--- src/rtl/dvfs_pkg.sv ---
package dvfs_pkg;

    typedef enum logic [1:0] {
        SQ_IDLE    = 2'd0,
        SQ_RAISE_V = 2'd1,
        SQ_LOWER_V = 2'd2
    } seq_state_e;

    typedef enum logic [1:0] {
        DIR_HOLD   = 2'd0,
        DIR_FASTER = 2'd1,
        DIR_SLOWER = 2'd2
    } move_dir_e;

    // Smaller index means higher supply and faster clock.
    function automatic move_dir_e pick_dir(input int unsigned target, input int unsigned cur);
        if (target == cur)     return DIR_HOLD;
        else if (target < cur) return DIR_FASTER;
        else                   return DIR_SLOWER;
    endfunction

    function automatic int unsigned clamp_pt(input int unsigned req, input int unsigned floor_idx);
        return (req > floor_idx) ? floor_idx : req;
    endfunction

endpackage

--- src/rtl/dvfs_req_hold.sv ---
module dvfs_req_hold #(
    parameter int IW = 2
) (
    input  logic          clk,
    input  logic          rst,
    input  logic          req_valid,
    input  logic [IW-1:0] req_pt,
    input  logic          take,
    output logic          pend_v,
    output logic [IW-1:0] pend_pt
);
    // One-entry slot; a newer request overwrites an older one.
    always_ff @(posedge clk) begin
        if (rst) begin
            pend_v  <= 1'b0;
            pend_pt <= '0;
        end else if (req_valid) begin
            pend_v  <= 1'b1;
            pend_pt <= req_pt;
        end else if (take) begin
            pend_v  <= 1'b0;
        end
    end
endmodule

--- src/rtl/dvfs_settle_timer.sv ---
module dvfs_settle_timer #(
    parameter int CW = 8
) (
    input  logic          clk,
    input  logic          rst,
    input  logic          load,
    input  logic [CW-1:0] load_val,
    input  logic          run,
    output logic          expired
);
    logic [CW-1:0] cnt;

    always_ff @(posedge clk) begin
        if (rst)                     cnt <= '0;
        else if (load)               cnt <= load_val;
        else if (run && cnt != '0)   cnt <= cnt - 1'b1;
    end

    assign expired = (cnt == '0);
endmodule

--- src/rtl/dvfs_seq_ctrl.sv ---
module dvfs_seq_ctrl
    import dvfs_pkg::*;
#(
    parameter int IW = 2
) (
    input  logic          clk,
    input  logic          rst,
    input  logic          pend_v,
    input  logic [IW-1:0] pend_pt,
    input  logic [IW-1:0] floor_pt,
    input  logic          timer_expired,
    output logic          take,
    output logic          tmr_load,
    output logic          tmr_run,
    output logic [IW-1:0] volt_sel,
    output logic [IW-1:0] clk_sel,
    output logic          busy,
    output logic          done
);
    seq_state_e    state;
    logic [IW-1:0] goal;
    logic [IW-1:0] target;
    move_dir_e     dir;

    always_comb begin
        target = IW'(clamp_pt(int'(pend_pt), int'(floor_pt)));
        dir    = pick_dir(int'(target), int'(clk_sel));
    end

    assign take     = (state == SQ_IDLE) && pend_v;
    assign tmr_load = take && (dir == DIR_FASTER);
    assign tmr_run  = (state == SQ_RAISE_V);
    assign busy     = (state != SQ_IDLE);

    always_ff @(posedge clk) begin
        if (rst) begin
            state    <= SQ_IDLE;
            volt_sel <= '0;
            clk_sel  <= '0;
            goal     <= '0;
            done     <= 1'b0;
        end else begin
            done <= 1'b0;
            unique case (state)
                SQ_IDLE: begin
                    if (pend_v) begin
                        unique case (dir)
                            DIR_HOLD: done <= 1'b1;
                            DIR_FASTER: begin
                                volt_sel <= target;
                                goal     <= target;
                                state    <= SQ_RAISE_V;
                            end
                            default: begin
                                clk_sel <= target;
                                goal    <= target;
                                state   <= SQ_LOWER_V;
                            end
                        endcase
                    end
                end
                SQ_RAISE_V: begin
                    if (timer_expired) begin
                        clk_sel <= goal;
                        done    <= 1'b1;
                        state   <= SQ_IDLE;
                    end
                end
                default: begin
                    volt_sel <= goal;
                    done     <= 1'b1;
                    state    <= SQ_IDLE;
                end
            endcase
        end
    end
endmodule

--- src/rtl/dvfs_seq_top.sv ---
module dvfs_seq_top #(
    parameter int NUM_PTS  = 4,
    parameter int SETTLE_W = 8,
    localparam int IW      = (NUM_PTS > 1) ? $clog2(NUM_PTS) : 1
) (
    input  logic                clk,
    input  logic                rst,
    input  logic                req_valid,
    input  logic [IW-1:0]       req_pt,
    input  logic [IW-1:0]       floor_pt,
    input  logic [SETTLE_W-1:0] settle_cycles,
    output logic [IW-1:0]       volt_sel,
    output logic [IW-1:0]       clk_sel,
    output logic                busy,
    output logic                done
);
    logic          pend_v;
    logic [IW-1:0] pend_pt;
    logic          take;
    logic          tmr_load;
    logic          tmr_run;
    logic          tmr_expired;
    logic [IW-1:0] floor_eff;

    // A floor beyond the last defined point is treated as the last point.
    assign floor_eff = (int'(floor_pt) > NUM_PTS - 1) ? IW'(NUM_PTS - 1) : floor_pt;

    dvfs_req_hold #(.IW(IW)) u_hold (
        .clk       (clk),
        .rst       (rst),
        .req_valid (req_valid),
        .req_pt    (req_pt),
        .take      (take),
        .pend_v    (pend_v),
        .pend_pt   (pend_pt)
    );

    dvfs_settle_timer #(.CW(SETTLE_W)) u_timer (
        .clk      (clk),
        .rst      (rst),
        .load     (tmr_load),
        .load_val (settle_cycles),
        .run      (tmr_run),
        .expired  (tmr_expired)
    );

    dvfs_seq_ctrl #(.IW(IW)) u_ctrl (
        .clk           (clk),
        .rst           (rst),
        .pend_v        (pend_v),
        .pend_pt       (pend_pt),
        .floor_pt      (floor_eff),
        .timer_expired (tmr_expired),
        .take          (take),
        .tmr_load      (tmr_load),
        .tmr_run       (tmr_run),
        .volt_sel      (volt_sel),
        .clk_sel       (clk_sel),
        .busy          (busy),
        .done          (done)
    );
endmodule

--- config.mk ---
export PLATFORM = sky130hd
export DESIGN_NAME = dvfs_seq_top
export DESIGN_NICKNAME = d
export VERILOG_FILES = /design/src/rtl/dvfs_pkg.sv /design/src/rtl/dvfs_req_hold.sv /design/src/rtl/dvfs_settle_timer.sv /design/src/rtl/dvfs_seq_ctrl.sv /design/src/rtl/dvfs_seq_top.sv
export SDC_FILE = /design/constraint.sdc
export NUM_CORES = 1
export LEC_CHECK = 0
export ABC_AREA = 1
export BUFFER_PORTS_ARGS = -buffer_cell sky130_fd_sc_hd__buf_2
export CAP_MARGIN = 25
export CORE_MARGIN = 1.5
export CORE_UTILIZATION = 47
export DETAILED_ROUTE_END_ITERATION = 6
export PLACE_DENSITY = 0.75
export SLEW_MARGIN = 20
export SYNTH_ARGS = -nofsm -noshare
export SYNTH_HDL_FRONTEND = slang
export SYNTH_SLANG_ARGS = --single-unit
--- constraint.sdc ---
create_clock -name clk -period 6.9 [get_ports clk]
set_clock_uncertainty 0.1 [all_clocks]
set_input_delay 0.345 -clock clk [delete_from_list [all_inputs] [get_ports clk]]
set_output_delay 0.345 -clock clk [all_outputs]
set_load 0.005 [all_outputs]
==> out/results.tsv, run 1 <==
stage	metric	value	unit
yosys	yosys-top-cells-area	dfxtp_1 (32%), nand2_1 (16%), inv_1 (9.2%), nor2_1 (8.9%), ha_1 (6.9%)	
setup_path	path_cells	ha_1, nand2_1, nand2_1, nand2_1, nand2_1, and2_1, inv_1, ha_1, nand2_1, inv_1, o21ai_0, nand2_1, nand2_1, nand2_1, nor2_1	
global_route	grt_max_degree	12	
detailed_routing	dr.pass1.iters	5	
yosys	seq_area_frac_synth	31.5	%
yosys	syn_nets	223	
detailed_routing	viasPerCell	4.80	
sta	fmax	0.410	GHz
layout	final_cell_mix	nand2_1 (53), inv_1 (31), nor2_1 (30)	
yosys	avgSynthCellArea	6.32	sq um
clocking	cts.clk_slew.worst_paths	0.13	ns
floorplan	start_util	50.3	%
power_and_ir_drop	power_leakage	0.000760	uW
sta	fin_crit_sh	35.3	%
yosys	async_flop_share	0	%
detailed_routing	ant_nets	0	
status	status	completed	
detailed_routing	wire_per_inst	10.1	um
setup_path	cp-end-kind	flip-flop	
yosys	synth_area_leader_cell	dfxtp_1	
power_and_ir_drop	power_density	228	nW/um^2
setup_path	reg2reg_depth	15	
setup_path	cpMostUsedCell	nand2_1	
sta	slew_viol_final	0	
placed_design	gp_congestion	0.833	
placed_design	hpwl	1.95	mm
job	drv_cap	0	
power_and_ir_drop	ir_drop	135	uV
layout	drive_above_1_share	15.2	%
clocking	clock-sinks	20	
global_route	groute.usage.overall	20.0	%
clocking	holdBufCountCts	0	
layout	antenna_cells	0	
setup_path	crit_arrival	2.59	ns
floorplan	ios	21	
global_route	antenna_found_initial	0	
setup_path	critPathSlowestCell	dfxtp_1	
sta	worst_pin_slew	0.379	ns
setup_path	r2r-start	u_hold.pend_pt[1]	
layout	nets	246	
clocking	cts-buffers-inserted	3	
global_route	first_global_vias	1064	
global_route	overflow	0	
setup_path	required	7.06	ns
setup_path	critPathMaxStageDelay	0.35	ns
layout	syn2layout_area_growth	12.5	%
clocking	cts_tree	done	
yosys	synth_ff_type	dfxtp_1	
clocking	post_cts_buffers	0	
sta	setup-tns-final	0	ns
sta	post-route-min-period	2.44	ns
yosys	ys_warn_count	0	
sta	slew_headroom	74.5	%
layout	fin_area	1430	sq um
yosys	synth_cell_types	22	
layout	final_common_cell	nand2_1	
floorplan	core	2520	sq um
detailed_routing	drtIter0Drc	31	
clocking	htree_num_levels	1	
detailed_routing	vias	1215	
sta	rsz0062_at_grt	false	
yosys	synth_top_area_share	31.5	%
sta	setup_viol	0	
floorplan	die_width	55.0	um
floorplan	die-area	3020	sq um
global_route	grt_pass1_wl	4.44	mm
setup_path	crit_end	u_ctrl.volt_sel[0]	
yosys	synthCells	201	
worst_hold_path	hold_class	in2reg	
floorplan	row_count	18	
clocking	clock_path_buffers	2	
setup_path	path_class	reg2reg	
detailed_routing	drc	0	
clocking	clockRootBuffer	clkbuf_4	
floorplan	die_h	55.0	um
setup_path	crit_path_start_kind	flip-flop	
yosys	synth_area	1270	sq um
clocking	insertion_delay	0.31	ns
placed_design	port_buffers	20	
setup_path	crit_fanout	4	
layout	nFillCells	272	
setup_path	r2r_end	u_ctrl.volt_sel[0]	
detailed_routing	wl	2.55	mm
yosys	ys_ff_latch	20	
setup_path	worstSetupStartpoint	u_hold.pend_pt[1]	
placed_design	placed_cell_area	1390	sq um
clocking	cts_resized	0	
yosys	synth_edf_count	0	
sta	hold_violations	0	
setup_path	ff2ff_setup_slack	4.46	ns
[power by group]
part	total, uW	switching [uW]	internal [uW]
combinational	117	72.7	44.4
sequential	136	8.99	127
clock	72.6	40.4	32.2
[logic make-up (layout without fill, tap and decap cells)]
group	after synthesis	in the layout	share of synthesized area [%]
AOI/OAI and AO/OA	30	30	12.1
and+or+nand+nor	106	106	36.8
adders and majority gates	7	7	6.90
xor gates and xnor gates	2	2	1.38
buffers and inverters	36	58	11.2
DFF	20	20	31.5
[cell usage after synthesis, types with 2 or more instances]
library cell  count
inv_2             3
nand2_1          53
nor2_1           30
a21oi_1          11
nand3b_1          2
inv_1            31
o21ai_0          17
xnor2_1           2
dfxtp_1          20
nor2_4            2
nand2_2           2
ha_1              7
nand3_1          12
[final cells by class]
| type | count | area (sq um) | area share (%) |
|---|---|---|---|
| clock buffer | 4 | 36.3 | 2.54 |
| multi-input combinational | 145 | 727 | 50.9 |
| tap | 30 | 37.5 | 2.63 |
| sequential | 20 | 400 | 28.0 |
| inverter | 34 | 128 | 8.93 |
| timing repair buffer | 20 | 100 | 7.01 |
[per-layer routing]
layer	vias to the layer above	share of wire [%]	routed length, um	GRT usage (%)
met5	-	0	0	0
met4	0	0.78	20	6.10
met3	2	3.7	95	2.42
met2	23	42	1070	31.0
met1	520	53	1360	28.9
li1	670	-	-	-
[registers in the layout (all words and copies together), names as in the netlist]
| signal | flops |
|---|---|
| u_timer.cnt | 8 |
| u_ctrl.clk_sel | 2 |
| u_ctrl.volt_sel | 2 |
| u_ctrl.state | 2 |
| u_ctrl.goal | 2 |
| u_hold.pend_pt | 2 |
| u_ctrl.done | 1 |
| u_hold.pend_v | 1 |
[critical path: cells and delay by family, from the launching register on]
family                   cells  cell delay [ns]
AO/OA/AOI/OAI                1             0.34
adder cells (fa/ha/maj)      2             0.55
buffers and inverters        2             0.14
flip-flops                   1             0.35
AND/OR/NAND/NOR             10             0.91
[how the worst min path moves through the flow]
| stage | from | depth (start not counted) | end |
|---|---|---|---|
| after floorplan | u_ctrl.goal[1] | 2 | u_ctrl.goal[1] |
| after global routing | req_pt[1] | 3 | u_hold.pend_pt[1] |
| final | req_pt[1] | 3 | u_hold.pend_pt[1] |
| after CTS | req_pt[1] | 3 | u_hold.pend_pt[1] |
| after global placement | u_ctrl.volt_sel[1] | 2 | u_ctrl.volt_sel[1] |
| after detailed placement | u_ctrl.volt_sel[1] | 2 | u_ctrl.volt_sel[1] |
[per-stage QoR]
stage	utilization [%]	hold slack, ns	std cells	setup slack, ns	power, uW
5_1_grt	56.6	0.195	253	4.10	353
6_report	56.6	0.160	253	4.46	326
4_1_cts	56.6	0.156	253	4.47	327
3_3_place_gp	55.2	0.346	249	4.39	254
3_5_place_dp	55.2	0.356	249	4.33	255
2_1_floorplan	-	0.339	201	4.62	229
Power figures use the tool's default switching activity.
==> inputs of run 2 (changes only) <==
==> constraint.sdc (replaced) <==
create_clock -name clk -period 2.5 [get_ports clk]
set_clock_uncertainty 0.1 [all_clocks]
set_input_delay 0.125 -clock clk [delete_from_list [all_inputs] [get_ports clk]]
set_output_delay 0.125 -clock clk [all_outputs]
set_load 0.005 [all_outputs]
==> out/results.tsv, run 2 (synthesis gave the netlist of run 1 again) <==
stage	metric	value	unit	change
setup_path	crit_arrival	2.48	ns	was 2.59 ns
placed_design	hpwl	1.89	mm	was 1.95 mm
layout	largest_reg_flops	8		unchanged
detailed_routing	vias	1295		was 1215
power_and_ir_drop	switching_power	353	uW	was 122 uW
floorplan	die-area	3020	sq um	unchanged
floorplan	row_count	18		unchanged
power_and_ir_drop	ir_drop	561	uV	was 135 uV
clocking	cts-buffers-inserted	3		unchanged
clocking	clock_path_buffers	2		unchanged
status	status	completed		unchanged
power_and_ir_drop	power_leakage	0.000814	uW	was 0.000760 uW
power_and_ir_drop	p_comb_share	35.7	%	was 35.9%
detailed_routing	wl	2.79	mm	was 2.55 mm
detailed_routing	viasPerCell	4.92		was 4.80
setup_path	path_cells	ha_1, nand2_1, nand2_1, nand2_1, nand2_1, and2_4, inv_1, ha_1, nand2_2, nand3_4, nor2_2, nand2_1, nand2_1, nand2_1, a21oi_1		was ha_1, nand2_1, nand2_1, nand2_1, nand2_1, and2_1, inv_1, ha_1, nand2_1, inv_1, o21ai_0, nand2_1, nand2_1, nand2_1, nor2_1
floorplan	ios	21		unchanged
sta	fmax	0.429	GHz	was 0.410 GHz
power_and_ir_drop	power_density	651	nW/um^2	was 228 nW/um^2
global_route	grt_max_degree	13		was 12
worst_hold_path	min_from	settle_cycles[4]		was req_pt[1]
setup_path	required	2.65	ns	was 7.06 ns
global_route	first_global_vias	1033		was 1064
layout	antenna_cells	0		unchanged
placed_design	port_buffers	20		unchanged
layout	largest-register	u_timer.cnt		unchanged
sta	setup_viol	0		unchanged
global_route	grt_pass1_wl	4.30	mm	was 4.44 mm
setup_path	critPathMaxStageDelay	0.35	ns	about the same
setup_path	ff2ff_setup_slack	0.17	ns	was 4.46 ns
sta	fin_crit_sh	93.2	%	was 35.3%
sta	worst_pin_slew	0.310	ns	was 0.379 ns
detailed_routing	drc	0		unchanged
power_and_ir_drop	p_int	657	uW	was 204 uW
job	drv_cap	0		unchanged
setup_path	critPathSlowestCell	dfxtp_2		was dfxtp_1
setup_path	worstSetupStartpoint	u_hold.pend_pt[1]		unchanged
layout	final_cell_mix	nand2_1 (51), inv_1 (31), nor2_1 (30)		was nand2_1 (53), inv_1 (31), nor2_1 (30)
sta	slew_viol_final	0		unchanged
floorplan	die_h	55.0	um	unchanged
worst_hold_path	min_to	u_timer.cnt[4]		was u_hold.pend_pt[1]
floorplan	die_width	55.0	um	unchanged
power_and_ir_drop	pwr-share-seq	37.3	%	was 41.8%
setup_path	cpMostUsedCell	nand2_1		unchanged
global_route	antenna_found_initial	0		unchanged
clocking	htree_num_levels	1		unchanged
clocking	cts_tree	done		unchanged
clocking	clock-sinks	20		unchanged
layout	nets	256		was 246
clocking	cts.clk_slew.worst_paths	0.13	ns	about the same
detailed_routing	dr.pass1.iters	4		was 5
detailed_routing	wire_per_inst	10.6	um	was 10.1 um
setup_path	cp-end-kind	flip-flop		unchanged
layout	drive_above_1_share	18.0	%	was 15.2%
sta	rsz0062_at_grt	true		was false
setup_path	r2r-start	u_hold.pend_pt[1]		unchanged
sta	post-route-min-period	2.33	ns	was 2.44 ns
power_and_ir_drop	clkPwrFrac	27.0	%	was 22.3%
floorplan	start_util	50.3	%	unchanged
power_and_ir_drop	power	1010	uW	was 326 uW
sta	hold_violations	0		unchanged
sta	whs	0.00957	ns	was 0.160 ns
setup_path	r2r_end	u_timer.cnt[5]		was u_ctrl.volt_sel[0]
sta	slew_headroom	79.3	%	was 74.5%
worst_hold_path	hold_class	in2reg		unchanged
global_route	overflow	0		unchanged
clocking	insertion_delay	0.31	ns	about the same
detailed_routing	drtIter0Drc	27		was 31
worst_hold_path	holdPathStages	5		was 3
power_and_ir_drop	swShare	34.9	%	was 37.4%
layout	syn2layout_area_growth	22.1	%	was 12.5%
setup_path	crit_fanout	5		was 4
setup_path	path_class	reg2reg		unchanged
layout	final_common_cell	nand2_1		unchanged
global_route	groute.usage.overall	19.8	%	was 20.0%
detailed_routing	ant_nets	0		unchanged
setup_path	reg2reg_depth	15		unchanged
layout	fin_util	61.5	%	was 56.6%
floorplan	core	2520	sq um	unchanged
placed_design	gp_congestion	0.869		was 0.833
clocking	clockRootBuffer	clkbuf_4		unchanged
setup_path	crit_path_start_kind	flip-flop		unchanged
run 2: cell count changes in the layout (fill, tap and decap cells not counted), moves of 2 or more:
cell           previous run  this run
buf_4                     0         3
dlygate4sd3_1             0         6
nand2_1                  53        51
o21ai_0                  17        15
o21ai_1                   0         2
run 2: area by class of cell:
class / instances / area (sq um)
fill: 272 / 972
timing repair buffer: 29 / 183
multi-input combinational: 146 / 746
clock buffer: 3 / 22.5
tap: 30 / 37.5
inverter: 34 / 130
clock inverter: 1 / 30.0
sequential: 20 / 402
run 2: repair_timing:
item / CTS / global route
hold endpoints to repair: 3 / 0
endpoints found under the setup margin: 0 / 12
gates resized for setup: 0 / 8
setup buffers: 0 / 3
hold buffers: 6 / 0
run 2: stage by stage:
| step | setup TNS (ns) | setup slack (ns) | area [sq um] | cells |
|---|---|---|---|---|
| after global routing | -0.00551 | -0.00419 | 1550 | 263 |
| after CTS | 0 | 0.0578 | 1510 | 259 |
| after floorplan | 0 | 0.297 | 1270 | 201 |
| after detailed placement | 0 | 0.103 | 1390 | 249 |
| final | 0 | 0.171 | 1550 | 263 |
| after global placement | 0 | 0.166 | 1390 | 249 |
run 2: how the worst max path moves through the flow:
stage | to | cells after the start
CTS | u_ctrl.volt_sel[0] | 15
global route | u_timer.cnt[3] | 18
detailed placement | u_ctrl.volt_sel[0] | 14
floorplan | u_ctrl.volt_sel[0] | 13
global placement | u_ctrl.volt_sel[0] | 15
finish | u_timer.cnt[5] | 15
run 2: routing by layer:
layer  up-vias  wire [um]  share of wire [%]  global-route usage, %
met2        21       1230                 44                   31.0
met5         -          0                  0                      0
met3         4         84                3.0                   5.65
li1        691          -                  -                      -
met4         0         25               0.90                   3.66
met1       579       1450                 52                   27.3
run 2: power by group through the flow:
stage / Sequential [uW] / Combinational, uW / Clock, uW
after floorplan: 381 / 253 / 0
after global placement: 383 / 318 / 0
after detailed placement: 383 / 320 / 0
after CTS: 376 / 330 / 280
after global routing: 381 / 415 / 288
final: 377 / 360 / 273
run 2: critical path, delay by kind of cell, from the launching register on:
kind            cells  cell delay, ns
compound gates      1            0.10
fa+ha+maj           2            0.56
buf+inv             1            0.04
flops               1            0.35
simple gates       11            1.12
==> inputs of run 3 (changes only) <==
--- a/config.mk
+++ b/config.mk
@@ -10,6 +10,7 @@
 export CAP_MARGIN = 25
 export CORE_MARGIN = 1.5
 export CORE_UTILIZATION = 47
+export CTS_BUF_LIST = sky130_fd_sc_hd__clkbuf_8 sky130_fd_sc_hd__clkbuf_16
 export DETAILED_ROUTE_END_ITERATION = 6
 export PLACE_DENSITY = 0.75
 export SLEW_MARGIN = 20
==> out/results.tsv, run 3 (synthesis gave the netlist of run 1 again) <==
stage	metric	value	unit	change
layout	multiInputGateArea	756	sq um	was 746 sq um
global_route	overflow	0		unchanged
clocking	htree_num_levels	1		unchanged
layout	final_cell_mix	nand2_1 (51), inv_1 (31), nor2_1 (30)		unchanged
power_and_ir_drop	power_leakage	0.000795	uW	was 0.000814 uW
floorplan	die-area	3020	sq um	unchanged
floorplan	row_count	18		unchanged
worst_hold_path	holdPathStages	3		was 5
placed_design	gp_congestion	0.869		unchanged
setup_path	required	2.56	ns	was 2.65 ns
global_route	grtUsageMet1	26.7	%	was 27.3%
floorplan	ios	21		unchanged
sta	slew_viol_final	0		unchanged
setup_path	reg2reg_depth	15		unchanged
status	status	completed		unchanged
power_and_ir_drop	power_density	694	nW/um^2	was 651 nW/um^2
global_route	antenna_found_initial	0		unchanged
clocking	clock-sinks	20		unchanged
detailed_routing	drc	0		unchanged
clocking	cts.clk_slew.worst_paths	0.08	ns	was 0.13 ns
setup_path	crit_buf_inv	3		was 1
power_and_ir_drop	p_int	703	uW	was 657 uW
sta	worst_pin_slew	0.308	ns	was 0.310 ns
layout	fin_area	1520	sq um	was 1550 sq um
power_and_ir_drop	p_comb_share	33.5	%	was 35.7%
layout	nets	250		was 256
global_route	grt_max_degree	13		unchanged
power_and_ir_drop	ir_drop	627	uV	was 561 uV
layout	fin_util	60.3	%	was 61.5%
layout	largest_reg_flops	8		unchanged
setup_path	critPathSlowestCell	dfxtp_1		was dfxtp_2
clocking	insertion_delay	0.26	ns	was 0.31 ns
global_route	grt.busiest_layer	met2		unchanged
global_route	grt.met2_usage	29.4	%	was 31.0%
detailed_routing	dr.pass1.iters	4		unchanged
detailed_routing	vias	1227		was 1295
power_and_ir_drop	switching_power	352	uW	was 353 uW
setup_path	critPathMaxStageDelay	0.33	ns	was 0.35 ns
clocking	clockRootBuffer	clkbuf_8		was clkbuf_4
detailed_routing	wire_per_inst	10.1	um	was 10.6 um
worst_hold_path	min_to	u_hold.pend_pt[1]		was u_timer.cnt[4]
setup_path	crit_arrival	2.35	ns	was 2.48 ns
setup_path	r2r_end	u_timer.cnt[2]		was u_timer.cnt[5]
power_and_ir_drop	power	1060	uW	was 1010 uW
global_route	grt_util_met3	6.45	%	was 5.65%
clocking	clock_path_buffers	2		unchanged
layout	final_common_cell	nand2_1		unchanged
placed_design	dp_slack	0.103	ns	unchanged
sta	hold_violations	0		unchanged
detailed_routing	drtIter0Drc	31		was 27
global_route	grt_pass1_wl	4.17	mm	was 4.30 mm
layout	largest-register	u_timer.cnt		unchanged
setup_path	crit_family	simple AND/OR/NAND/NOR gates		unchanged
clocking	cts-buffers-inserted	3		unchanged
power_and_ir_drop	pwr-share-seq	35.6	%	was 37.3%
clocking	cts_tree	done		unchanged
setup_path	ff2ff_setup_slack	0.21	ns	was 0.17 ns
worst_hold_path	hold_class	in2reg		unchanged
job	drv_cap	0		unchanged
detailed_routing	ant_nets	0		unchanged
placed_design	placed_cell_area	1390	sq um	unchanged
setup_path	path_cells	ha_1, nand2_1, nand2_1, nand3b_1, and2_4, inv_1, ha_1, nand2_2, nand3_4, inv_4, nand2_4, nand2_4, inv_2, nor2_1, nor2_1		was ha_1, nand2_1, nand2_1, nand2_1, nand2_1, and2_4, inv_1, ha_1, nand2_2, nand3_4, nor2_2, nand2_1, nand2_1, nand2_1, a21oi_1
sta	fin_ws	0.212	ns	was 0.171 ns
detailed_routing	wl	2.59	mm	was 2.79 mm
sta	post-route-min-period	2.29	ns	was 2.33 ns
placed_design	port_buffers	20		unchanged
layout	nFillCells	267		was 272
sta	fmax	0.437	GHz	was 0.429 GHz
setup_path	r2r-start	u_hold.pend_pt[1]		unchanged
global_route	first_global_vias	986		was 1033
detailed_routing	viasPerCell	4.77		was 4.92
setup_path	crit_fanout	9		was 5
power_and_ir_drop	clkPwrFrac	30.9	%	was 27.0%
floorplan	start_util	50.3	%	unchanged
power_and_ir_drop	swShare	33.4	%	was 34.9%
floorplan	die_h	55.0	um	unchanged
layout	syn2layout_area_growth	19.7	%	was 22.1%
layout	antenna_cells	0		unchanged
sta	slew_headroom	79.5	%	was 79.3%
worst_hold_path	min_from	req_valid		was settle_cycles[4]
floorplan	core	2520	sq um	unchanged
floorplan	die_width	55.0	um	unchanged
layout	seq_area	400	sq um	was 402 sq um
sta	setup-tns-final	0	ns	unchanged
setup_path	cp-end-kind	flip-flop		unchanged
global_route	groute.usage.overall	19.3	%	was 19.8%
sta	setup_viol	0		unchanged
placed_design	hpwl	1.89	mm	unchanged
sta	fin_crit_sh	91.5	%	was 93.2%
setup_path	path_class	reg2reg		unchanged
setup_path	crit_path_start_kind	flip-flop		unchanged
layout	drive_above_1_share	17.6	%	was 18.0%
## run 3: cell types whose count changed in the layout (fill, tap and decap cells not counted)
| cell | change |
|---|---|
| dlygate4sd3_1 | -5 |
| nor2_2 | -1 |
| buf_4 | -1 |
| clkbuf_8 | +3 |
| nor2_4 | +1 |
| dfxtp_2 | -1 |
| clkbuf_4 | -3 |
| dfxtp_1 | +1 |
| nand2_2 | -1 |
| nand2_4 | +1 |
## run 3: final cells by class
| cell class | count | share of cell area [%] |
|---|---|---|
| Clock inverter | 1 | 1.98 |
| Tap cell | 30 | 2.47 |
| Inverter | 34 | 8.56 |
| Clock buffer | 3 | 2.72 |
| Sequential cell | 20 | 26.3 |
| Multi-Input combinational cell | 146 | 49.7 |
| Timing Repair Buffer | 23 | 8.23 |
## run 3: timing repair
| action | in CTS | in global routing |
|---|---|---|
| hold endpoints to repair | 1 | 0 |
| hold buffers | 1 | 0 |
| buffers inserted | 0 | 2 |
| gates resized for setup | 0 | 9 |
| setup endpoints to repair | 0 | 11 |
## run 3: metal layers
metal  routed length [um]  vias to the layer above
met3                  154                        2
met5                    0                        -
met2                 1110                       25
li1                     -                      679
met4                   14                        0
met1                 1310                      521
## run 3: tightest hold or removal path: stages
cell and delay (ns):
buf_2 0.08, o21ai_0 0.06, nor2_1 0.07
## run 3: power by group through the flow
stage	clock network [uW]	logic [uW]	registers, uW
6_report	326	353	376
3_5_place_dp	0	320	383
2_1_floorplan	0	253	381
3_3_place_gp	0	318	383
4_1_cts	337	323	376
5_1_grt	349	410	381
## run 3: worst max-delay path by stage
| stage | start | to | slack [ns] | cells past startpoint |
|---|---|---|---|---|
| 2_1_floorplan | u_hold.pend_pt[1] | u_ctrl.volt_sel[0] | 0.30 | 13 |
| 3_3_place_gp | u_hold.pend_pt[1] | u_ctrl.volt_sel[0] | 0.17 | 15 |
| 3_5_place_dp | u_hold.pend_pt[1] | u_ctrl.volt_sel[0] | 0.10 | 14 |
| 4_1_cts | u_hold.pend_pt[1] | u_ctrl.volt_sel[0] | 0.08 | 15 |
| 5_1_grt | u_hold.pend_pt[1] | u_timer.cnt[3] | -0.02 | 16 |
| 6_report | u_hold.pend_pt[1] | u_timer.cnt[2] | 0.21 | 15 |
## run 3: stage by stage
step	hold WS, ns	cells
after floorplan	0.160	201
after global placement	0.247	249
after detailed placement	0.260	249
final	0.0127	257
after CTS	0.0105	254
after global routing	0.0563	257
